**src/rtl/rxm_pkg.sv**
```systemverilog
package rxm_pkg;

  typedef enum logic {
    WAKE_ON_IDLE = 1'b0,
    WAKE_ON_ADDR = 1'b1
  } wake_mode_e;

  typedef enum logic {
    RX_LISTEN = 1'b0,
    RX_ASLEEP = 1'b1
  } mute_state_e;

  // A word is an address mark when its top bit is set and address wakeup is selected.
  function automatic logic addr_mark(input logic top_bit, input wake_mode_e mode);
    return top_bit && (mode == WAKE_ON_ADDR);
  endfunction

  // Interrupt request: enabled flags, forced low while asleep.
  function automatic logic irq_merge(input logic asleep, input logic rdy, input logic rdy_en,
                                     input logic idl, input logic idl_en);
    return !asleep && ((rdy && rdy_en) || (idl && idl_en));
  endfunction

endpackage

```
**src/rtl/rxm_ctrl_regs.sv**
```systemverilog
module rxm_ctrl_regs
  import rxm_pkg::*;
(
  input  logic       clk,
  input  logic       rst_n,
  input  logic       sw_wr,
  input  logic       sw_wake_sel,
  input  logic       sw_rx_ie,
  input  logic       sw_idle_ie,
  output wake_mode_e wake_mode,
  output logic       rx_ie,
  output logic       idle_ie
);

  always_ff @(posedge clk or negedge rst_n) begin
    if (!rst_n) begin
      wake_mode <= WAKE_ON_IDLE;
      rx_ie     <= 1'b0;
      idle_ie   <= 1'b0;
    end else if (sw_wr) begin
      wake_mode <= wake_mode_e'(sw_wake_sel);
      rx_ie     <= sw_rx_ie;
      idle_ie   <= sw_idle_ie;
    end
  end

endmodule

```
**src/rtl/rxm_wake_detect.sv**
```systemverilog
module rxm_wake_detect
  import rxm_pkg::*;
#(
  parameter int DATA_W = 8
) (
  input  logic              asleep,
  input  wake_mode_e        wake_mode,
  input  logic              frame_done,
  input  logic [DATA_W-1:0] rx_word,
  input  logic              idle_seen,
  input  logic              sw_wr,
  input  logic              sw_mute,
  output logic              sw_hold,
  output logic              idle_wake,
  output logic              addr_wake,
  output logic              wake_evt,
  output logic              take_word,
  output logic              idle_set
);

  localparam int TOP = DATA_W - 1;

  logic is_mark;

  always_comb begin
    is_mark   = addr_mark(rx_word[TOP], wake_mode);
    sw_hold   = sw_wr && sw_mute;
    idle_wake = asleep && idle_seen && (wake_mode == WAKE_ON_IDLE);
    addr_wake = asleep && frame_done && is_mark;
    wake_evt  = idle_wake || addr_wake;
    // A word is delivered when listening, or when it is the waking address
    // and software is not re-muting in the same cycle.
    take_word = frame_done && (!asleep || (addr_wake && !sw_hold));
    // An idle frame sets the flag only when listening; an idle wake never does.
    idle_set  = idle_seen && !asleep;
  end

endmodule

```
**src/rtl/rxm_mute_fsm.sv**
```systemverilog
module rxm_mute_fsm
  import rxm_pkg::*;
(
  input  logic clk,
  input  logic rst_n,
  input  logic sw_wr,
  input  logic sw_mute,
  input  logic sw_hold,
  input  logic wake_evt,
  output logic asleep
);

  mute_state_e state_q, state_d;

  always_comb begin
    state_d = state_q;
    if (sw_wr) begin
      state_d = sw_mute ? RX_ASLEEP : RX_LISTEN;
    end else if (wake_evt) begin
      state_d = RX_LISTEN;
    end
  end

  always_ff @(posedge clk or negedge rst_n) begin
    if (!rst_n) state_q <= RX_LISTEN;
    else        state_q <= state_d;
  end

  assign asleep = (state_q == RX_ASLEEP);

  assert_sw_mute_R2: assert property (@(posedge clk) disable iff (!rst_n)
    sw_hold |=> asleep);

  assert_wake_clears_R6: assert property (@(posedge clk) disable iff (!rst_n)
    (asleep && wake_evt && !sw_wr) |=> !asleep);

  assert_sw_unmute_R11: assert property (@(posedge clk) disable iff (!rst_n)
    (sw_wr && !sw_mute) |=> !asleep);

endmodule

```
**src/rtl/rxm_status.sv**
```systemverilog
module rxm_status #(
  parameter int DATA_W = 8
) (
  input  logic              clk,
  input  logic              rst_n,
  input  logic              asleep,
  input  logic              take_word,
  input  logic              idle_set,
  input  logic              addr_wake,
  input  logic              sw_hold,
  input  logic [DATA_W-1:0] rx_word,
  input  logic              rdrf_clr,
  input  logic              idle_clr,
  output logic              rdrf,
  output logic              idle_flag,
  output logic [DATA_W-1:0] rx_data
);

  always_ff @(posedge clk or negedge rst_n) begin
    if (!rst_n) begin
      rdrf      <= 1'b0;
      idle_flag <= 1'b0;
      rx_data   <= '0;
    end else begin
      if (take_word) begin
        rdrf    <= 1'b1;
        rx_data <= rx_word;
      end else if (rdrf_clr) begin
        rdrf    <= 1'b0;
      end
      if (idle_set)      idle_flag <= 1'b1;
      else if (idle_clr) idle_flag <= 1'b0;
    end
  end

  assert_muted_no_rdrf_R4: assert property (@(posedge clk) disable iff (!rst_n)
    (asleep && !addr_wake && !rdrf) |=> !rdrf);

  assert_muted_no_idle_R4: assert property (@(posedge clk) disable iff (!rst_n)
    (asleep && !idle_flag) |=> !idle_flag);

  assert_addr_lost_R9: assert property (@(posedge clk) disable iff (!rst_n)
    (asleep && sw_hold && !rdrf) |=> !rdrf);

  assert_ready_set_R3: assert property (@(posedge clk) disable iff (!rst_n)
    take_word |=> rdrf);

endmodule

```
**src/rtl/rx_mute_ctrl.sv**
```systemverilog
module rx_mute_ctrl
  import rxm_pkg::*;
#(
  parameter int DATA_W = 8
) (
  input  logic              clk,
  input  logic              rst_n,
  input  logic              sw_wr,
  input  logic              sw_mute,
  input  logic              sw_wake_sel,
  input  logic              sw_rx_ie,
  input  logic              sw_idle_ie,
  input  logic              frame_done,
  input  logic [DATA_W-1:0] rx_word,
  input  logic              idle_seen,
  input  logic              rdrf_clr,
  input  logic              idle_clr,
  output logic              muted,
  output logic              rdrf,
  output logic              idle_flag,
  output logic [DATA_W-1:0] rx_data,
  output logic              irq
);

  wake_mode_e wake_mode;
  logic rx_ie, idle_ie;
  logic sw_hold, idle_wake, addr_wake, wake_evt, take_word, idle_set;

  rxm_ctrl_regs u_ctrl (
    .clk(clk), .rst_n(rst_n), .sw_wr(sw_wr), .sw_wake_sel(sw_wake_sel),
    .sw_rx_ie(sw_rx_ie), .sw_idle_ie(sw_idle_ie),
    .wake_mode(wake_mode), .rx_ie(rx_ie), .idle_ie(idle_ie)
  );

  rxm_wake_detect #(.DATA_W(DATA_W)) u_wake (
    .asleep(muted), .wake_mode(wake_mode), .frame_done(frame_done),
    .rx_word(rx_word), .idle_seen(idle_seen), .sw_wr(sw_wr), .sw_mute(sw_mute),
    .sw_hold(sw_hold), .idle_wake(idle_wake), .addr_wake(addr_wake),
    .wake_evt(wake_evt), .take_word(take_word), .idle_set(idle_set)
  );

  rxm_mute_fsm u_fsm (
    .clk(clk), .rst_n(rst_n), .sw_wr(sw_wr), .sw_mute(sw_mute),
    .sw_hold(sw_hold), .wake_evt(wake_evt), .asleep(muted)
  );

  rxm_status #(.DATA_W(DATA_W)) u_stat (
    .clk(clk), .rst_n(rst_n), .asleep(muted), .take_word(take_word),
    .idle_set(idle_set), .addr_wake(addr_wake), .sw_hold(sw_hold),
    .rx_word(rx_word), .rdrf_clr(rdrf_clr), .idle_clr(idle_clr),
    .rdrf(rdrf), .idle_flag(idle_flag), .rx_data(rx_data)
  );

  assign irq = irq_merge(muted, rdrf, rx_ie, idle_flag, idle_ie);

  assert_idle_wake_no_flag_R6: assert property (@(posedge clk) disable iff (!rst_n)
    (idle_wake && !idle_flag) |=> !idle_flag);

  assert_addr_wake_R7: assert property (@(posedge clk) disable iff (!rst_n)
    (addr_wake && !sw_wr) |=> (rdrf && !muted && rx_data == $past(rx_word)));

  assert_irq_quiet_R5: assert property (@(posedge clk) disable iff (!rst_n)
    (muted && $stable(muted)) |-> !irq);

endmodule

```
**config.mk**
```make
export PLATFORM = sky130hd
export DESIGN_NAME = rx_mute_ctrl
export DESIGN_NICKNAME = d
export VERILOG_FILES = /design/src/rtl/rxm_pkg.sv /design/src/rtl/rxm_ctrl_regs.sv /design/src/rtl/rxm_wake_detect.sv /design/src/rtl/rxm_mute_fsm.sv /design/src/rtl/rxm_status.sv /design/src/rtl/rx_mute_ctrl.sv
export SDC_FILE = /design/constraint.sdc
export NUM_CORES = 1
export LEC_CHECK = 0
export CAP_MARGIN = 20
export CORE_UTILIZATION = 30
export CTS_CLUSTER_SIZE = 30
export DETAILED_ROUTE_END_ITERATION = 16
export PLACE_DENSITY_LB_ADDON = 0.12
export SLEW_MARGIN = 25
export SYNTH_ARGS = -nofsm -noshare
export SYNTH_HDL_FRONTEND = slang
export SYNTH_SLANG_ARGS = --single-unit
export TNS_END_PERCENT = 10
```
**constraint.sdc**
```tcl
create_clock -name clk -period 1.7 [get_ports clk]
set_input_delay 0.34 -clock clk [delete_from_list [all_inputs] [get_ports clk]]
set_output_delay 0.34 -clock clk [all_outputs]
set_load 0.01 [all_outputs]
```
==> Word level (Yosys, flattened, before mapping) <==
Cells that the tools add are included.
Widths: inputs -> output; s select.
{ "word_totals": {"reg_bits": 14, "input_bits": 19, "out_inout_bits": 12, "wordCells": 35} }
{ "op_classes": {"n_mux": 7, "bitwise": 1, "n_reduce_logical": 20} }
{ "op_table": {"columns": ["op", "n"], "rows": [
  ["$logic_and 1x1->1", 12],
  ["$mux 1", 7],
  ["$reduce_bool 2->1", 3],
  ["$logic_or 1x1->1", 3],
  ["$logic_not 1->1", 2],
  ["$not 1->1", 1]
]} }

==> Longest topological paths before layout <==
Gate-level depths: netlist of the first run.
{ "logic_depth": {"ltp_word": 6, "depth_mapped": 5, "depth_no_buf": 3} }

==> By module <==
From an unflattened synthesis of the first run, not the netlist that was laid out.
{ "unflattened": {"cells_unflattened": 46, "area_unflattened_um2": 629.4} }
{ "modules_own_cells": {"columns": ["mod", "n_inst", "cells_each", "area_each_um2", "seq_area_each_um2"], "rows": [
  ["rxm_status", 1, 23, 405.4, 250.2],
  ["rxm_ctrl_regs", 1, 6, 108.9, 75.1],
  ["rxm_wake_detect", 1, 12, 66.3, 0.0],
  ["rxm_mute_fsm", 1, 3, 37.5, 25.0],
  ["rx_mute_ctrl", 1, 2, 11.3, 0.0]
]} }

==> Worst setup path after synthesis of the first run <==
No wires, ideal clock.
{ "synth_timing": {"path_kind": "reg2out", "start": "register u_fsm.state_q (netlist: u_fsm.asleep)", "end": "output port irq", "arrival_ns": 0.842, "required_time_ns": 1.360, "slack_ns": 0.518, "stages_incl_launch_ff": 3, "n_path_buf": 1, "path_cell_list": "dfrtp_1 clkbuf_1 nor2_1"} }
{ "synth_between": {"elab_chain_cells": 2} }
{ "synth_lines": {"columns": ["item", "line_no", "rtl"], "rows": [
  ["start: declaration", "rxm_mute_fsm.sv:13", "mute_state_e state_q, state_d;"],
  ["start signal: assignment", "rxm_mute_fsm.sv:26", "else state_q <= state_d;"],
  ["$logic_not 1->1", "rxm_pkg.sv:21", "return !asleep && ((rdy && rdy_en) || (idl && idl_en));"],
  ["$logic_and 1x1->1", "rxm_pkg.sv:21", null],
  ["end: declaration", "rx_mute_ctrl.sv:22", "output logic irq"]
]} }
Every way passes these cells.

==> Worst setup path after layout of the first run <==
{ "layout_timing": {"start": "register u_stat.rx_data[7]", "end": "output port rx_data[7]"} }
{ "layout_rtl": {"columns": ["item", "line_no", "rtl"], "rows": [
  ["start: declaration", "rxm_status.sv:16", "output logic [DATA_W-1:0] rx_data"],
  ["start signal: assignment", "rxm_status.sv:27", "rx_data <= rx_word;"],
  ["end: declaration", "rx_mute_ctrl.sv:21", "output logic [DATA_W-1:0] rx_data,"]
]} }
No word-level cell between the ends.

==> results of run 1 <==
## power groups by stage
stage / Sequential, µW / Clock [µW] / Combinational [µW]
5_1_grt: 432 / 215 / 338
4_1_cts: 425 / 196 / 310
2_1_floorplan: 444 / 0 / 122
3_5_place_dp: 431 / 0 / 311
6_report: 424 / 188 / 307
3_3_place_gp: 428 / 0 / 311
## kinds of logic (layout without fill, tap and decap cells)
family,Yosys count,count (layout),share of synthesized area (%)
flops,14,14,46.1
compound gates,22,22,18.6
buf+inv,9,40,6.92
mux,3,3,4.45
simple gates,32,32,23.9
## worst max-delay path by stage
stage                     slack (ps)     endpoint  depth (start not counted)               from
final                            130   rx_data[7]                          1  u_stat.rx_data[7]
after floorplan                  520          irq                          2       u_fsm.asleep
after CTS                        130         rdrf                          1        u_stat.rdrf
after global routing              80    idle_flag                          1   u_stat.idle_flag
after global placement            30  u_stat.rdrf                          4              sw_wr
after detailed placement          50  u_stat.rdrf                          4              sw_wr
## routing by layer
| metal | vias to the layer above | part of all wire [%] |
|---|---|---|
| met5 | - | 0 |
| met4 | 0 | 0 |
| li1 | 362 | - |
| met3 | 0 | 6.1 |
| met1 | 343 | 50 |
| met2 | 25 | 44 |
## through the flow
stage	utilization (%)	hold WS, ps	instance area (µm²)	power (µW)	setup WS [ps]
floorplan	-	44.4	759	566	518
CTS	48.1	367	1100	931	128
detailed placement	47.2	507	1080	742	54.7
global placement	47.2	493	1080	738	29.9
finish	48.1	365	1100	919	135
global route	48.1	377	1100	985	83.3
## cells in the mapped netlist
master,instances
nand2_1,2
and2_1,2
nand3_1,9
o21ai_1,2
nor2_1,1
inv_1,3
buf_6,2
dfrtp_1,14
o211ai_1,8
clkbuf_1,1
a22o_1,1
o22ai_1,1
nor2b_1,9
nand4_1,8
buf_2,3
mux2_2,3
o21ai_2,1
a21oi_1,8
a22oi_1,1
nand2b_1,1
## sequential cells by signal, indices dropped and copies added, names as in the netlist
name and flops:
u_stat.rdrf 1, u_stat.idle_flag 1, u_ctrl.idle_ie 1, u_ctrl.wake_mode 1, u_ctrl.rx_ie 1, u_stat.rx_data 8, u_fsm.asleep 1
## layout make-up
cell class / count / share of cell area (%)
tap: 28 / 3.17
inverter: 3 / 1.02
timing repair buffer: 34 / 29.8
multi-input combinational: 57 / 32.3
sequential: 14 / 31.7
clock buffer: 3 / 2.04
==> results.py, run 1 <==
metrics = {
    "floorplanning": {
        "rows": 17,
        "die_y_um": 52.3,
        "core_area_mm2": 0.00230,
        "start_util_pct": 33.1,
        "die-area_mm2": 0.00274,
        "ios": 31,
        "die_x_um": 52.3,
    },
    "worst_setup_path": {
        "rr_startpoint": "u_fsm.asleep",
        "critical-path-slowest-cell": "clkdlybuf4s50_1",
        "crit_buf_inv": 1,
        "reg2reg_depth": 4,
        "cp_cell_sequence": "clkdlybuf4s50_1",
        "worstSetupPathType": "flip-flop to output pin",
        "crit_path_end_kind": "output pin",
        "worstPathArrival_ps": 1230,
        "cpLargestDelayFamily": "buffers and inverters",
        "slowest_delay_ps": 560,
        "rrSetupSlack_ps": 330,
        "start_kind": "flip-flop",
        "rr_endpoint": "u_stat.rx_data[1]",
        "required_ps": 1360,
        "worst-path-max-fanout": 3,
    },
    "detailed_routing": {
        "firstDrtPassIters": 4,
        "wl_per_cell_um": 13.8,
        "num_vias": 730,
        "wirelength_um": 1920,
        "drt_iter0_markers": 18,
        "drc": 0,
        "vias_per_cell": 5.25,
        "ant_nets": 0,
    },
    "global_routing": {
        "grt_use_met3_pct": 5.22,
        "met2_usage_pct": 24.9,
        "globalRouteOverflowTotal": 0,
        "grt_pass1_wl_um": 3390,
        "grtUsageTotal_pct": 16.9,
        "antenna_found_initial": 0,
        "first_global_vias": 746,
        "grt_max_degree": 19,
        "grt_use_met1_pct": 23.8,
        "busiest_layer": "met2",
    },
    "logic_synthesis": {
        "synth_top_area_share_pct": 46.1,
        "ys_seq_area_share_pct": 46.1,
        "postSynthCellCount": 80,
        "syn_nets": 99,
        "synth_top_area_cell": "dfrtp_1",
        "syn_avg_cell_area_um2": 9.49,
        "yosys_warnings": 0,
        "synth_seq_cells": 14,
        "yosysUniqueCellTypes": 20,
        "synth_area_leaders": "dfrtp_1 (46%), o211ai_1 (7.9%), nor2b_1 (7.4%)",
        "syn_area_um2": 759,
    },
    "final_layout": {
        "fill_cells": 238,
        "layout_common_cells": "clkdlybuf4s50_1 (29), dfrtp_1 (14), nand3_1 (9), nor2b_1 (9)",
        "layout_commonest_cell": "clkdlybuf4s50_1",
        "drive_above_1_share_pct": 9.91,
        "antenna_cells": 0,
        "syn2layout_area_growth_pct": 45.5,
        "nets": 132,
        "area.sequential_um2": 350,
        "multi_input_area_um2": 357,
        "instances_no_fill": 139,
    },
    "placed_design": {
        "dp.cells": 136,
        "port_buffers": 30,
        "place.gp.congestion": 0.801,
        "hpwl_um": 1350,
    },
    "sta": {
        "tightest_slew_ps": 569,
        "fmax_ghz": 0.639,
        "setup_tns_ps": 0,
        "min_period_ps": 1570,
        "setup_violations": 0,
        "finalClockSkew_ps": 5.16,
        "drv_slew": 0,
        "period_share_pct": 92.1,
        "relSlewSlack_pct": 62.0,
        "rsz0062_at_grt": "no",
        "hold_viol": 0,
    },
    "clock_tree": {
        "cts_max_path_buffers": 2,
        "cts_tree": "yes",
        "numCtsBuffers": 3,
        "ctsResizeCount": 1,
        "hold_buffers": 0,
        "clock_insertion_delay_worst_skew_ps": 280,
        "root_buffer": "clkbuf_4",
        "cts.sinks": 14,
        "cts_setup_buffers": 0,
        "path_clk_slew_ps": 80,
        "cts_max_level": 1,
    },
    "worst_hold_path": {
        "hp-class": "input port to async pin",
    },
    "outcome": {
        "status": "finished clean",
    },
    "power_and_ir_drop": {
        "peakVddDrop_uv": 554,
        "leakagePower_uw": 0.000442,
        "switching_share_pct": 29.8,
        "p_clk_share_pct": 20.5,
        "power.density_mw_per_mm2": 832,
        "seq_power_share_pct": 46.1,
        "p_comb_share_pct": 33.4,
        "p_int_uw": 645,
        "switching_power_uw": 274,
    },
    "job": {
        "drv_cap": 0,
    },
}
(Power assumes the default switching activity.)
==> run 2, diff against run 1 <==
--- a/config.mk
+++ b/config.mk
@@ -5,7 +5,6 @@
 export SDC_FILE = /design/constraint.sdc
 export NUM_CORES = 1
 export LEC_CHECK = 0
-export CAP_MARGIN = 20
 export CORE_UTILIZATION = 30
 export CTS_CLUSTER_SIZE = 30
 export DETAILED_ROUTE_END_ITERATION = 16
@@ -14,4 +13,3 @@
 export SYNTH_ARGS = -nofsm -noshare
 export SYNTH_HDL_FRONTEND = slang
 export SYNTH_SLANG_ARGS = --single-unit
-export TNS_END_PERCENT = 10
==> constraint.sdc (replaced) <==
create_clock -name clk -period 1.55 [get_ports clk]
set_input_delay 0.31 -clock clk [delete_from_list [all_inputs] [get_ports clk]]
set_output_delay 0.31 -clock clk [all_outputs]
set_load 0.01 [all_outputs]
==> run 2 against run 1 <==
Count of clock-buffer cells in the layout rose by 1. Worst hold slack got worse by 38 ps. Non-clock buffer count rose by 2. Total power grew 15%. First-iteration DRC count decreased by 67%. Clock skew rose by 2.4 ps. Core utilization increased by 2.2 points. Wire length rose by 4.0%. Sequential power increased by 8.5%. Critical path depth is the same. Sequential cell count did not move. Register-to-register slack lost 210 ps. Critical path type unchanged. Largest cell class is now non-clock buffers.
==> results.py, run 2 (synthesis results as in run 1) <==
metrics = {
    "detailed_routing": {
        "vias_per_cell": 5.28,
        "num_vias": 750,
        "drc": 0,
        "firstDrtPassIters": 4,
        "drt_iter0_markers": 6,
        "wl_per_cell_um": 14.1,
        "ant_nets": 0,
        "wirelength_um": 2000,
    },
    "worst_setup_path": {
        "cpLargestDelayFamily": "buffers and inverters",
        "cp.depth": 1,
        "crit_path_end_kind": "output pin",
        "crit_buf_inv": 1,
        "start_kind": "flip-flop",
        "worstPathArrival_ps": 1190,
        "worstSetupPathType": "flip-flop to output pin",
        "cp_cell_sequence": "clkdlybuf4s50_1",
        "slowest_delay_ps": 540,
        "reg2reg_depth": 4,
        "worst-path-max-fanout": 3,
        "required_ps": 1240,
        "critical-path-slowest-cell": "clkdlybuf4s50_1",
    },
    "floorplanning": {
        "die_y_um": 52.3,
        "ios": 31,
        "rows": 17,
        "die-area_mm2": 0.00274,
        "core_area_mm2": 0.00230,
        "start_util_pct": 33.1,
        "die_x_um": 52.3,
    },
    "placed_design": {
        "dp.cells": 138,
        "hpwl_um": 1370,
        "port_buffers": 30,
        "place.gp.congestion": 0.750,
        "placed_cell_area_mm2": 0.00110,
    },
    "power_and_ir_drop": {
        "p_clk_share_pct": 25.3,
        "switching_power_uw": 308,
        "leakagePower_uw": 0.000548,
        "seq_power_share_pct": 43.5,
        "p_int_uw": 751,
        "peakVddDrop_uv": 616,
        "power.density_mw_per_mm2": 916,
        "switching_share_pct": 29.1,
        "p_comb_share_pct": 31.2,
    },
    "final_layout": {
        "layout_commonest_cell": "clkdlybuf4s50_1",
        "layout_common_cells": "clkdlybuf4s50_1 (19), dfrtp_1 (14), nand3_1 (9), nor2b_1 (9), dlymetal6s2s_1 (9)",
        "antenna_cells": 0,
        "fill_cells": 228,
        "drive_above_1_share_pct": 12.3,
        "largest_register": "u_stat.rx_data",
        "instances_no_fill": 142,
        "nets": 134,
        "largest_reg_flops": 8,
        "syn2layout_area_growth_pct": 52.2,
        "design_area_mm2": 0.00116,
    },
    "global_routing": {
        "globalRouteOverflowTotal": 0,
        "first_global_vias": 740,
        "antenna_found_initial": 0,
        "grt_pass1_wl_um": 3330,
        "grt_max_degree": 19,
        "grtUsageTotal_pct": 16.7,
    },
    "clock_tree": {
        "cts_tree": "yes",
        "cts_max_level": 1,
        "cts_setup_buffers": 0,
        "hold_buffers": 0,
        "cts_max_path_buffers": 2,
        "path_clk_slew_ps": 90,
        "numCtsBuffers": 3,
        "cts.sinks": 14,
        "root_buffer": "clkbuf_4",
        "clock_insertion_delay_worst_skew_ps": 290,
    },
    "sta": {
        "setup_tns_ps": 0,
        "setup_violations": 0,
        "hold_viol": 0,
        "period_share_pct": 97.0,
        "relSlewSlack_pct": 59.1,
        "tightest_slew_ps": 612,
        "fmax_ghz": 0.665,
        "rsz0062_at_grt": "no",
        "finalClockSkew_ps": 7.59,
        "drv_slew": 0,
        "min_period_ps": 1500,
    },
    "worst_hold_path": {
        "hp-class": "input port to async pin",
    },
    "outcome": {
        "status": "finished clean",
    },
    "job": {
        "drv_cap": 0,
    },
}
[run 2: final timing paths]
check	from	to	slack, ps
min reg2reg	u_ctrl.idle_ie	u_ctrl.idle_ie	520
max in group asynchronous	rst_n	u_stat.rx_data[6]	1040
min in group clk	u_ctrl.idle_ie	u_ctrl.idle_ie	520
min	rst_n	u_stat.rdrf	330
max reg2reg	u_fsm.asleep	u_stat.rx_data[6]	120
max	u_stat.rx_data[5]	rx_data[5]	50
[run 2: through the flow]
stage	setup slack [ps]	total power, µW	hold WS (ps)	util (%)
after floorplan	398	621	14.4	-
after global placement	-65.0	813	492	47.8
after detailed placement	-65.4	818	504	47.8
after CTS	5.43	1080	337	49.3
after global routing	3.90	1120	338	50.3
final	46.1	1060	327	50.3
[run 2: cell type report]
| cell class | instances | area (µm²) | share of cell area, % |
|---|---|---|---|
| Timing Repair Buffer | 36 | 367 | 31.7 |
| Tap cell | 28 | 35.0 | 3.03 |
| Clock buffer | 4 | 36.3 | 3.14 |
| Inverter | 3 | 11.3 | 0.974 |
| Sequential cell | 14 | 350 | 30.3 |
| Multi-Input combinational cell | 57 | 357 | 30.8 |
[run 2: power groups by stage]
stage               logic (µW)  clock network [µW]  registers, µW
CTS                        345                 275            463
floorplan                  133                   0            487
finish                     331                 268            460
global placement           345                   0            468
global route               358                 291            471
detailed placement         348                   0            470
[run 2: per-layer routing]
metal / share of wire (%) / routed length, µm / GRT usage, % / vias to the layer above
li1: - / - / - / 363
met1: 47 / 937 / 21.2 / 362
met2: 46 / 918 / 27.2 / 21
met3: 6.2 / 123 / 5.51 / 4
met4: 0.95 / 19 / 3.95 / 0
met5: 0 / 0 / 0 / -
[run 2: timing repair]
item,in CTS,in global routing
pin swaps,0,1
resized for setup,2,10
setup endpoints to repair,2,10
